## src/rtl/loop_buf_pkg.sv

```systemverilog
package loop_buf_pkg;
  typedef enum logic [1:0] {
    LB_IDLE = 2'd0,
    LB_FILL = 2'd1,
    LB_RUN  = 2'd2
  } lb_mode_e;
endpackage

```

## src/rtl/loop_buf_store.sv

```systemverilog
module loop_buf_store #(
  parameter int DATA_W = 32,
  parameter int DEPTH  = 32,
  localparam int IDX_W = $clog2(DEPTH)
) (
  input  logic              clk,
  input  logic              we,
  input  logic [IDX_W-1:0]  waddr,
  input  logic [DATA_W-1:0] wdata,
  input  logic [IDX_W-1:0]  raddr,
  output logic [DATA_W-1:0] rdata
);
  logic [DATA_W-1:0] mem [DEPTH];

  // single write port, registered read: block RAM friendly
  always_ff @(posedge clk) begin
    if (we) mem[waddr] <= wdata;
    rdata <= mem[raddr];
  end
endmodule

```

## src/rtl/loop_buf_ctrl.sv

```systemverilog
module loop_buf_ctrl
  import loop_buf_pkg::*;
#(
  parameter int ADDR_W   = 32,
  parameter int DEPTH    = 32,
  parameter int LEN_IN_W = 8,
  parameter int CNT_W    = 16,
  localparam int IDX_W   = $clog2(DEPTH),
  localparam int LEN_W   = $clog2(DEPTH + 1)
) (
  input  logic                clk,
  input  logic                rst,
  input  logic                flush,
  input  logic                cfg_valid,
  input  logic [ADDR_W-1:0]   cfg_start,
  input  logic [LEN_IN_W-1:0] cfg_len,
  input  logic [CNT_W-1:0]    cfg_iters,
  input  logic                ld_valid,
  input  logic                fq_valid,
  input  logic [ADDR_W-1:0]   fq_addr,
  output logic                hit,
  output logic [IDX_W-1:0]    rd_idx,
  output logic                we,
  output logic [IDX_W-1:0]    wr_idx,
  output logic                cfg_err
);
  lb_mode_e          mode_q;
  logic [ADDR_W-1:0] start_q;
  logic [LEN_W-1:0]  len_q;
  logic [CNT_W-1:0]  remain_q;
  logic [IDX_W-1:0]  wptr_q;

  logic              len_ok, accept, in_win, at_last, fill_end;
  logic [ADDR_W-1:0] off;

  assign len_ok   = (cfg_len != '0) && (cfg_len <= LEN_IN_W'(DEPTH)) && (cfg_iters != '0);
  assign accept   = cfg_valid && len_ok;
  // relative index: no tags, only the distance from the loop start
  assign off      = fq_addr - start_q;
  assign in_win   = off < ADDR_W'(len_q);
  assign at_last  = off == ADDR_W'(len_q - LEN_W'(1));
  assign hit      = (mode_q == LB_RUN) && fq_valid && in_win;
  assign rd_idx   = off[IDX_W-1:0];
  assign we       = (mode_q == LB_FILL) && ld_valid && !flush && !accept;
  assign wr_idx   = wptr_q;
  assign fill_end = wptr_q == IDX_W'(len_q - LEN_W'(1));

  always_ff @(posedge clk) begin
    if (rst) begin
      mode_q   <= LB_IDLE;
      start_q  <= '0;
      len_q    <= '0;
      remain_q <= '0;
      wptr_q   <= '0;
      cfg_err  <= 1'b0;
    end else begin
      cfg_err <= cfg_valid && !flush && !len_ok;
      if (flush) begin
        mode_q <= LB_IDLE;
      end else if (accept) begin
        mode_q   <= LB_FILL;
        start_q  <= cfg_start;
        len_q    <= cfg_len[LEN_W-1:0];
        remain_q <= cfg_iters;
        wptr_q   <= '0;
      end else begin
        if (we) begin
          wptr_q <= wptr_q + IDX_W'(1);
          if (fill_end) mode_q <= LB_RUN;
        end
        if (hit && at_last) begin
          if (remain_q == CNT_W'(1)) mode_q <= LB_IDLE;
          else remain_q <= remain_q - CNT_W'(1);
        end
      end
    end
  end

  a_r8_flush_idle: assert property (@(posedge clk) disable iff (rst)
    flush |=> (mode_q == LB_IDLE));
  a_r3_reject_keeps: assert property (@(posedge clk) disable iff (rst)
    (cfg_valid && !flush && !len_ok) |=> ($stable(start_q) && $stable(len_q)));
  a_r7_remain_live: assert property (@(posedge clk) disable iff (rst)
    (mode_q == LB_RUN) |-> (remain_q != '0));
  a_r2_fill_ptr: assert property (@(posedge clk) disable iff (rst)
    (mode_q == LB_FILL) |-> (LEN_W'(wptr_q) < len_q));
endmodule

```

## src/rtl/loop_buf.sv

```systemverilog
module loop_buf #(
  parameter int ADDR_W   = 32,
  parameter int DATA_W   = 32,
  parameter int DEPTH    = 32,
  parameter int LEN_IN_W = 8,
  parameter int CNT_W    = 16,
  localparam int IDX_W   = $clog2(DEPTH)
) (
  input  logic                clk,
  input  logic                rst,
  input  logic                flush,
  input  logic                cfg_valid,
  input  logic [ADDR_W-1:0]   cfg_start,
  input  logic [LEN_IN_W-1:0] cfg_len,
  input  logic [CNT_W-1:0]    cfg_iters,
  output logic                cfg_err,
  input  logic                ld_valid,
  input  logic [DATA_W-1:0]   ld_data,
  input  logic                fq_valid,
  input  logic [ADDR_W-1:0]   fq_addr,
  output logic                fr_valid,
  output logic                fr_hit,
  output logic [DATA_W-1:0]   fr_data,
  output logic                ext_req_valid,
  output logic [ADDR_W-1:0]   ext_req_addr,
  input  logic                ext_rsp_valid,
  input  logic [DATA_W-1:0]   ext_rsp_data
);
  logic              hit, we;
  logic [IDX_W-1:0]  rd_idx, wr_idx;
  logic [DATA_W-1:0] ram_q, ext_q;

  loop_buf_ctrl #(
    .ADDR_W(ADDR_W), .DEPTH(DEPTH), .LEN_IN_W(LEN_IN_W), .CNT_W(CNT_W)
  ) u_ctrl (
    .clk(clk), .rst(rst), .flush(flush),
    .cfg_valid(cfg_valid), .cfg_start(cfg_start), .cfg_len(cfg_len), .cfg_iters(cfg_iters),
    .ld_valid(ld_valid), .fq_valid(fq_valid), .fq_addr(fq_addr),
    .hit(hit), .rd_idx(rd_idx), .we(we), .wr_idx(wr_idx), .cfg_err(cfg_err)
  );

  loop_buf_store #(.DATA_W(DATA_W), .DEPTH(DEPTH)) u_store (
    .clk(clk), .we(we), .waddr(wr_idx), .wdata(ld_data),
    .raddr(rd_idx), .rdata(ram_q)
  );

  always_ff @(posedge clk) begin
    if (rst) begin
      fr_valid      <= 1'b0;
      fr_hit        <= 1'b0;
      ext_q         <= '0;
      ext_req_valid <= 1'b0;
      ext_req_addr  <= '0;
    end else begin
      fr_valid      <= hit || ext_rsp_valid;
      fr_hit        <= hit;
      ext_q         <= ext_rsp_data;
      ext_req_valid <= fq_valid && !hit;
      ext_req_addr  <= fq_addr;
    end
  end

  // source select after the RAM output register
  assign fr_data = fr_hit ? ram_q : ext_q;

  a_r4_hit_no_ext: assert property (@(posedge clk) disable iff (rst)
    (fr_valid && fr_hit) |-> !ext_req_valid);
  a_r5_fetch_answered: assert property (@(posedge clk) disable iff (rst)
    fq_valid |=> ((fr_valid && fr_hit) || ext_req_valid));
endmodule

```

## config.mk

```make
export PLATFORM = sky130hd
export DESIGN_NAME = loop_buf
export DESIGN_NICKNAME = d
export VERILOG_FILES = /design/src/rtl/loop_buf_pkg.sv /design/src/rtl/loop_buf_store.sv /design/src/rtl/loop_buf_ctrl.sv /design/src/rtl/loop_buf.sv
export SDC_FILE = /design/constraint.sdc
export NUM_CORES = 1
export LEC_CHECK = 0
export BUFFER_PORTS_ARGS = -buffer_cell sky130_fd_sc_hd__buf_2
export CELL_PAD_IN_SITES_DETAIL_PLACEMENT = 1
export CELL_PAD_IN_SITES_GLOBAL_PLACEMENT = 1
export CORE_MARGIN = 4
export CORE_UTILIZATION = 57
export CTS_CLUSTER_DIAMETER = 100
export DETAILED_ROUTE_END_ITERATION = 10
export GPL_TIMING_DRIVEN = 0
export HOLD_SLACK_MARGIN = 0.08
export PLACE_DENSITY = 0.81
export RECOVER_POWER = 50
export SLEW_MARGIN = 25
export SYNTH_ARGS = -nofsm -noshare
export SYNTH_HDL_FRONTEND = slang
export SYNTH_SLANG_ARGS = --single-unit
export TNS_END_PERCENT = 5
```

## constraint.sdc

```tcl
create_clock -name clk -period 8.5 [get_ports clk]
set_clock_uncertainty 0.1 [all_clocks]
set_input_delay 0.425 -clock clk [delete_from_list [all_inputs] [get_ports clk]]
set_output_delay 0.425 -clock clk [all_outputs]
set_load 0.005 [all_outputs]
```

Word level (Yosys, flattened, before mapping)

Memories as Yosys holds them, arrays and structs flattened. A register that Yosys moved wholly into a read port is not among the register bits.
Index checks and enable logic that the tools add are counted.

Reductions and logical operators: 26
$mul: 0
Bitwise logic cells: 1
Shift operators: 0
Eq/ne operators: 6
Add/sub/neg operators: 5
Mux-type cells: 13
Divide/modulo/power cells: 0
$lt $le $gt $ge: 2

Operator list:

| kind                    | number |
|---|---|
| $mux W16                | 3 |
| $eq A32 B32 Y1          | 1 |
| $lt A32 B6 Y1           | 1 |
| $mux W32                | 1 |
| $sub A32 B32 Y32        | 1 |
| $eq A16 B1 Y1 const B   | 1 |
| $reduce_bool A16 Y1     | 1 |
| $sub A16 B1 Y16 const B | 1 |
| $logic_and A1 B1 Y1     | 12 |
| $mux W5                 | 2 |
| $le A8 B6 Y1 const B    | 1 |
| $mux W2                 | 4 |
| $reduce_bool A8 Y1      | 1 |
| $sub A6 B1 Y7 const B   | 1 |
| $add A5 B1 Y5 const B   | 1 |
| $eq A5 B5 Y1            | 1 |
| $sub A5 B1 Y5 const B   | 1 |
| $logic_not A1 Y1        | 4 |
| $reduce_and A2 Y1       | 2 |
| $reduce_bool A2 Y1      | 2 |
| $mux W1                 | 3 |
| $reduce_and A3 Y1       | 1 |
| $reduce_or A3 Y1        | 1 |
| $eq A2 B1 Y1 const B    | 1 |
| 5 further kinds         | 5 |

Latch bits: 0
Register bits: 129
Output and inout port bits: 68
Memories kept: 1
Memory bits (writable): 1024
Bits of input ports: 159
Logic and storage cells: 66
ROM bits: 0

Memory list:

| name        | depth | width | rd ports | clocked after memory_dff | write ports | line                 | RTL |
|---|---|---|---|---|---|---|---|
| u_store.mem | 32    | 32    | 1        | 1                        | 1           | loop_buf_store.sv:13 | `logic [DATA_W-1:0] mem [DEPTH];` |

Longest topological paths before layout

Gate-level depths: netlist of run 1.

Word-level depth: 10
Mapped depth: 19

Modules after synthesis

A second synthesis of run 1 with hierarchy kept.

Cell total of the unflattened synthesis: 3247
Area, all modules: 48522.8 um^2

Modules (own cells, without submodules):

| module         | area an instance (um^2) | instances | seq. area each (um^2) | cells each |
|---|---|---|---|---|
| loop_buf_store | 40485.1                 | 1         | 31390.1               | 2260 |
| loop_buf_ctrl  | 5694.2                  | 1         | 1241.2                | 810 |
| loop_buf       | 2343.5                  | 1         | 1341.3                | 177 |

Worst setup path before layout of run 1

No wires, ideal clock.

Path kind: in2reg
From: in fq_addr[0]
To: reg u_ctrl.remain_q[2]
Setup time: 0.059 ns
Path slack: 3.694 ns
Data arrival time: 4.647 ns
Cell stages on the path: 17
Cell sequence: inv_1 ha_1 fa_1 xnor2_1 clkbuf_1 clkbuf_1 ha_1 o21a_1 o21a_1 o21a_1 o21ai_0 nor3b_1 nand4b_1 or4_4 buf_6 o41ai_2 a31o_1

Cells in the longest elaborated chain, start to end: 6

RTL lines:

| what                                    | line                | RTL |
|---|---|---|
| from (decl)                             | loop_buf.sv:20      | `input logic [ADDR_W-1:0] fq_addr,` |
| $sub A32 B32 Y32 (*)                    | loop_buf_ctrl.sv:39 | `assign off = fq_addr - start_q;` |
| $lt A32 B6 Y1                           | loop_buf_ctrl.sv:40 | `assign in_win = off < ADDR_W'(len_q);` |
| $logic_and A1 B1 Y1                     | loop_buf_ctrl.sv:42 | `assign hit = (mode_q == LB_RUN) && fq_valid && in_win;` |
| $logic_and A1 B1 Y1 (*)                 | loop_buf_ctrl.sv:71 | `if (hit && at_last) begin` |
| $reduce_bool A2 Y1 (no source line) (*) | n/a                 |  |
| $reduce_and A3 Y1 (no source line) (*)  | n/a                 |  |
| to (signal assigned)                    | loop_buf_ctrl.sv:64 | `remain_q <= cfg_iters;` |
| to (signal assigned)                    | loop_buf_ctrl.sv:73 | `else remain_q <= remain_q - CNT_W'(1);` |
| to (decl)                               | loop_buf_ctrl.sv:30 | `logic [CNT_W-1:0] remain_q;` |

Every way passes the cells marked *; elsewhere a longest branch is shown, timed or not.
A chain may end at the register's enable or synchronous reset.

Worst setup path in the final report of run 1

From: in fq_addr[0]
To: reg u_ctrl.remain_q[6]

Same word-level chain as after synthesis.

==> flow_summary.yaml, run 1 <==
run_status:
  outcome: "finished, violations left"
  violations: "capacitance limit, slew limit"
floorplanning:
  floorplan.die_area_um2: 88100
  num_rows: 105
  die_y_um: 297
  initial_core_util: 0.577
  io_pins: 227
  design.core.area_um2: 82400
  die_width_um: 297
logic_synthesis:
  proportion_of_register_bits_with_asynchronous_set_or_reset_after_synthesis: 0
  post-synth-top-area-fraction: 0.647
  postSynthNetCount: 2742
  post_synth_main_area_contributors: "sky130_fd_sc_hd__edfxtp_1 (65%), sky130_fd_sc_hd__mux4_2 (15%), sky130_fd_sc_hd__dfxtp_1 (6.8%)"
  yosys_register_bits: 1185
  most_common_cell_in_the_netlist: "sky130_fd_sc_hd__edfxtp_1"
  synth_area_per_cell_um2: 18.7
  synthCells: 2538
  synth.distinct_cells: 85
  synth.cell_area_um2: 47500
  post-synth-top-area-cell: "sky130_fd_sc_hd__edfxtp_1"
  synth_warnings: 0
  synth_flop_cell: "sky130_fd_sc_hd__edfxtp_1"
  post_synth_most_frequent_cells: "sky130_fd_sc_hd__edfxtp_1 (1024), sky130_fd_sc_hd__mux4_2 (320), sky130_fd_sc_hd__dfxtp_1 (161)"
  synth_seq_area_share: 0.715
  synth_enable_flop_cells: 1024
global_route:
  grt_max_degree: 33
  grtUsageTotal: 0.356
  antenna_found_initial: 1
  vias_in_the_first_global_route: 30700
  global_route_wire_length_before_repair_um: 225000
  overflow: 0
timing:
  setup-violations-final: 0
  slew_viol_final: 33
  worst_slew_margin_rel: -0.127
  max_slew.worst_pin.slew_ns: 1.69
  finalHoldViolCount: 0
  finalCritPeriodShare: 0.804
  fin_hold_ws_ns: 0.151
  setup_tns_ns: 0
  upper_clock_frequency_limit_ghz: 0.146
  period_minus_slack_ns: 6.83
  setup_repair_after_global_routing_missed_its_margin: "no"
place:
  place.detailed.hpwl_um: 94900
  placement.cell_area_um2: 51900
  io_buffer_count: 226
  globalplace.congestion: 0.870
pwr:
  power_frac_comb: 0.078
  p_leak_nw: 18.6
  power.internal_mw: 9.78
  totalPowerFinal_mw: 12.7
  vdd_drop_max_v: 0.000206
  p_clk_frac: 0.418
  seqPwrFrac: 0.503
  reported_net_switching_power_mw: 2.92
  netSwitchingFraction: 0.230
  cellPowerDensity_nw_per_um2: 223
run:
  maxCapViolCount: 1
worst_setup_path:
  worst-path-max-fanout: 10
  timing.critical_path.cells: "dlygate4sd3_1, buf_2, inv_1, ha_1, fa_1, clkbuf_1, clkbuf_1, clkbuf_2, inv_1, ha_1, nor2b_1, o21a_1, o21a_1, o21a_1, o21ai_0, nor3b_1, nand4b_1, nor4_4, a21oi_2, a311o_1"
  cp_required_ns: 8.98
  r2r_setup_slack_ns: 1.80
  reg2reg_from: "u_ctrl.start_q[0]"
  cp-end-kind: "register"
  worst-endpoint-arrival_ns: 7.32
  cp-start-kind: "input pin"
  cp_slowest_stage_delay_ns: 0.85
  worst-setup-path-type: "in -> reg"
  regToRegEndpoint: "u_ctrl.remain_q[6]"
  critical-path-top-delay-family: "buffers and inverters"
  reg2reg_depth: 17
  crit_path_frequent_cell: "sky130_fd_sc_hd__o21a_1"
  path_buf_inv: 7
  cpMaxStageDelayCell: "sky130_fd_sc_hd__nor4_4"
drt:
  post-route-drc-count: 0
  detail_route.wirelength_um: 156000
  drt-initial-drc-count: 3778
  via_per_inst: 6.85
  vias: 29000
  wl_per_cell_um: 36.8
  drt-pass1-iter-count: 5
  ant_nets: 0
cells_and_area:
  syn_to_final_growth_pct: 19.7
  num-nets-final: 3267
  nFillCells: 6747
  finish.instance_area_um2: 56900
  post_route_cells_drive_above_1_share: 0.286
worst_hold_path:
  hold-path-endpoint: "u_ctrl.remain_q[7]"
  hold_class: "in -> reg"
  holdPathStages: 5
  hold_startpoint: "cfg_iters[7]"
cts:
  clock_sink_count: 1185
  cts_tree: "done"
  clock_latency_ns: 0.70
  clkTransAtPathRegs_ns: 0.07
  clock_tree.buffer_depth: 3
  ctsResizeCount: 0
  tritoncts_buffers: 116
  htree_levels: 3
  root_buffer: "sky130_fd_sc_hd__clkbuf_16"
-- flip-flops by register name, indices dropped and copies added, names as in the netlist --
register	flops
ext_q	32
ext_req_addr	32
ext_req_valid	1
fr_hit	1
fr_valid	1
u_ctrl.cfg_err	1
u_ctrl.len_q	6
u_ctrl.mode_q	2
u_ctrl.remain_q	16
u_ctrl.start_q	32
u_ctrl.wr_idx	5
u_store.mem	1024
u_store.rdata	32
-- layout make-up --
cell class	instances	area (um^2)	share of cell area
sequential	1185	34000	0.597
antenna	1	2.50	0.0000440
buffer	129	572	0.0101
inverter	52	195	0.00343
clock inverter	74	704	0.0124
multi-input combinational	1172	13100	0.230
timing repair buffer	407	3830	0.0674
tap	1070	1340	0.0235
clock buffer	147	3160	0.0556
-- routing by layer --
| metal | GRT usage | part of all wire | up-vias |
|---|---|---|---|
| li1 | - | - | 11300 |
| met1 | 0.456 | 0.35 | 15100 |
| met2 | 0.602 | 0.51 | 2144 |
| met3 | 0.0768 | 0.097 | 424 |
| met4 | 0.145 | 0.044 | 2 |
| met5 | 0 | 0.000064 | - |
-- through the flow --
step           worst slack [ns]  instances   util
2_1_floorplan              3.69       2538      -
6_report                   1.67       4237  0.691
5_1_grt                    1.59       4236  0.691
3_3_place_gp               1.36       3834  0.607
4_1_cts                    1.34       4236  0.691
3_5_place_dp               1.31       3900  0.630
-- layout by cell type, fill, tap and decap left out, drive strengths merged, types with 14 or more instances in the layout --
cell type and instances:
o21ai 31, mux2 65, mux4 320, nor2 93, ha 44, nor3 25
nand4 14, nor4 17, dfxtp 161, nor2b 67, xnor2 24, nand3 21
dlygate4sd3 115, edfxtp 1024, clkinv 49, clkbuf 318, xor2 14, buf 250
nand2 144, a21oi 98, inv 55
-- cells by family after synthesis --
kind of cell / share of synthesized area
multiplexers: 0.168
AND/OR/NAND/NOR: 0.0482
XOR/XNOR: 0.00700
buffers and inverters: 0.0151
adder cells (fa/ha/maj): 0.0120
flip-flops: 0.715
AO/OA/AOI/OAI: 0.0347
-- power groups by stage --
stage                     combinational (mW)  clock [mW]  sequential [mW]
after floorplan                        0.541           0             6.50
final                                  0.996        5.31             6.40
after CTS                              0.991        5.35             6.39
after detailed placement               0.919           0             6.51
after global placement                 0.871           0             6.51
after global routing                    1.05        5.63             6.40
-- worst max-delay path by stage --
stage	start	to	slack, ns	cells after the start
6_report	fq_addr[0]	u_ctrl.remain_q[6]	1.67	20
5_1_grt	fq_addr[0]	u_ctrl.remain_q[13]	1.59	18
4_1_cts	fq_addr[0]	u_ctrl.remain_q[6]	1.34	20
3_5_place_dp	fq_addr[0]	u_ctrl.remain_q[4]	1.31	19
3_3_place_gp	fq_addr[0]	u_ctrl.remain_q[12]	1.36	17
2_1_floorplan	fq_addr[0]	u_ctrl.remain_q[2]	3.69	17
-- worst min-delay path: cells and delay by family --
| family | cells | cell delay, ns |
|---|---|---|
| compound gates | 3 | 0.31 |
| buf+inv | 1 | 0.10 |
| simple gates | 1 | 0.09 |
-- timing repair --
item,in CTS,in global routing
endpoints found under the hold margin,114,0
hold buffers,115,0
setup buffers,0,0
Power figures use the tool's default switching activity.
==> run 2, diff against run 1 <==
--- a/config.mk
+++ b/config.mk
@@ -9,12 +9,12 @@
 export CELL_PAD_IN_SITES_DETAIL_PLACEMENT = 1
 export CELL_PAD_IN_SITES_GLOBAL_PLACEMENT = 1
 export CORE_MARGIN = 4
-export CORE_UTILIZATION = 57
+export CORE_UTILIZATION = 53
 export CTS_CLUSTER_DIAMETER = 100
 export DETAILED_ROUTE_END_ITERATION = 10
 export GPL_TIMING_DRIVEN = 0
 export HOLD_SLACK_MARGIN = 0.08
-export PLACE_DENSITY = 0.81
+export PLACE_DENSITY = 0.76
 export RECOVER_POWER = 50
 export SLEW_MARGIN = 25
 export SYNTH_ARGS = -nofsm -noshare
==> constraint.sdc (replaced) <==
create_clock -name clk -period 7.2 [get_ports clk]
set_clock_uncertainty 0.1 [all_clocks]
set_input_delay 0.36 -clock clk [delete_from_list [all_inputs] [get_ports clk]]
set_output_delay 0.36 -clock clk [all_outputs]
set_load 0.005 [all_outputs]
==> run 2 against run 1 <==
Effect of this change:
- sequential power is 18% higher
- the run still ends with capacitance limit, slew limit left
- critical endpoint unchanged
- hold slack worse by 0.031 ns
- clock power is 16% higher
- critical path type unchanged
- utilization is 4.4 points lower
==> flow_summary.yaml, run 2 (synthesis results as in run 1) <==
cts:
  clock_tree.buffer_depth: 3
  clkTransAtPathRegs_ns: 0.07
  cts_tree: "done"
  htree_levels: 3
  tritoncts_buffers: 115
  clock_latency_ns: 0.71
  clock_sink_count: 1185
  root_buffer: "sky130_fd_sc_hd__clkbuf_16"
  cts_post_setup_buffers_inserted: 0
  ctsResizeCount: 0
  postCtsHoldBufs: 146
floorplanning:
  die_width_um: 307
  floorplan.die_area_um2: 94500
  io_pins: 227
  num_rows: 109
  die_y_um: 307
  initial_core_util: 0.536
  design.core.area_um2: 88600
timing:
  period_minus_slack_ns: 6.75
  setup_repair_after_global_routing_missed_its_margin: "no"
  setup_tns_ns: 0
  finalHoldViolCount: 0
  worst_slew_margin_rel: -0.00606
  setup-violations-final: 0
  worst_slack_ns: 0.453
  upper_clock_frequency_limit_ghz: 0.148
  slew_viol_final: 11
  fin_hold_ws_ns: 0.120
  max_slew.worst_pin.slew_ns: 1.51
  finalCritPeriodShare: 0.937
worst_setup_path:
  worst-endpoint-arrival_ns: 7.22
  timing.critical_path.cells: "dlygate4sd3_1, buf_2, inv_1, ha_1, fa_1, clkbuf_1, clkbuf_1, clkbuf_2, inv_1, ha_1, nor2b_1, o21a_1, o21a_1, o21a_1, o21ai_0, nor3b_1, nand4b_1, nor4_4, a21oi_2, a311o_1"
  crit_path_frequent_cell: "sky130_fd_sc_hd__o21a_1"
  cp_required_ns: 7.68
  worst-path-max-fanout: 10
  cp-end-kind: "register"
  worst-setup-path-type: "in -> reg"
  cpMaxStageDelayCell: "sky130_fd_sc_hd__clkbuf_1"
  cp_slowest_stage_delay_ns: 0.81
  cp-start-kind: "input pin"
cells_and_area:
  leading_cell_type_in_the_layout_fill_and_taps_excluded: "sky130_fd_sc_hd__edfxtp_1"
  syn_to_final_growth_pct: 20.6
  post_route_cells_drive_above_1_share: 0.284
  instances_no_fill: 4359
  nFillCells: 7546
  fin_util: 0.647
  largest_reg_flops: 1024
  num-nets-final: 3298
  antenna_cells_inserted: 0
  finish.instance_area_um2: 57300
  max_flop_register: "u_store.mem"
  mostFrequentLayoutCells: "sky130_fd_sc_hd__edfxtp_1 (1024), sky130_fd_sc_hd__mux4_2 (320), sky130_fd_sc_hd__buf_2 (182)"
place:
  io_buffer_count: 226
  place.detailed.instances: 3996
  placement.cell_area_um2: 52100
  pre_cts_ws_ns: 0.0421
  globalplace.congestion: 0.849
  place.detailed.hpwl_um: 92400
global_route:
  global_route_wire_length_before_repair_um: 210000
  vias_in_the_first_global_route: 29900
  grt_max_degree: 33
  grtUsageTotal: 0.310
  antenna_found_initial: 4
  overflow: 0
worst_hold_path:
  hold_class: "in -> reg"
run_status:
  outcome: "finished, violations left"
  violations: "capacitance limit, slew limit"
pwr:
  vdd_drop_max_v: 0.000215
  p_leak_nw: 18.8
  cellPowerDensity_nw_per_um2: 260
  totalPowerFinal_mw: 14.9
drt:
  via_per_inst: 6.41
  post-route-drc-count: 0
  ant_nets: 0
  detail_route.wirelength_um: 144000
  drt-initial-drc-count: 3135
  wl_per_cell_um: 33.1
  vias: 27900
  drt-pass1-iter-count: 7
run:
  maxCapViolCount: 1
## run 2: path summary, 6_finish.rpt
check | cells past startpoint | endpoint | slack (ns) | from
min | 6 | u_ctrl.remain_q[3] | 0.12 | cfg_iters[3]
min reg2reg | 2 | u_ctrl.start_q[27] | 0.36 | u_ctrl.start_q[27]
max reg2reg | 17 | u_ctrl.remain_q[6] | 0.47 | u_ctrl.start_q[0]
max | 20 | u_ctrl.remain_q[6] | 0.45 | fq_addr[0]
## run 2: critical path: cells and delay by family
family	cells	cell delay (ns)
buffers and inverters	7	2.70
AOI/OAI and AO/OA	6	1.77
and+or+nand+nor	4	1.36
adders and majority gates	3	1.00
## run 2: cell type report
type / instances / area, um^2 / share of cell area
tap: 1165 / 1460 / 0.0254
timing repair buffer: 439 / 4170 / 0.0727
buffer: 129 / 573 / 0.00999
multi-input combinational: 1172 / 13100 / 0.228
inverter: 52 / 195 / 0.00340
sequential: 1185 / 34000 / 0.593
clock inverter: 68 / 753 / 0.0131
clock buffer: 149 / 3120 / 0.0544
## run 2: power breakdown
part	switching (mW)	internal, mW
registers	0.0289	7.52
clock network	2.65	3.53
logic	0.666	0.504
total	3.34	11.6
## run 2: metal layers
layer  global-route usage  part of all wire
met1                0.392              0.36
met2                0.538              0.51
met3               0.0584             0.083
met4                0.120             0.042
met5                    0           0.00018
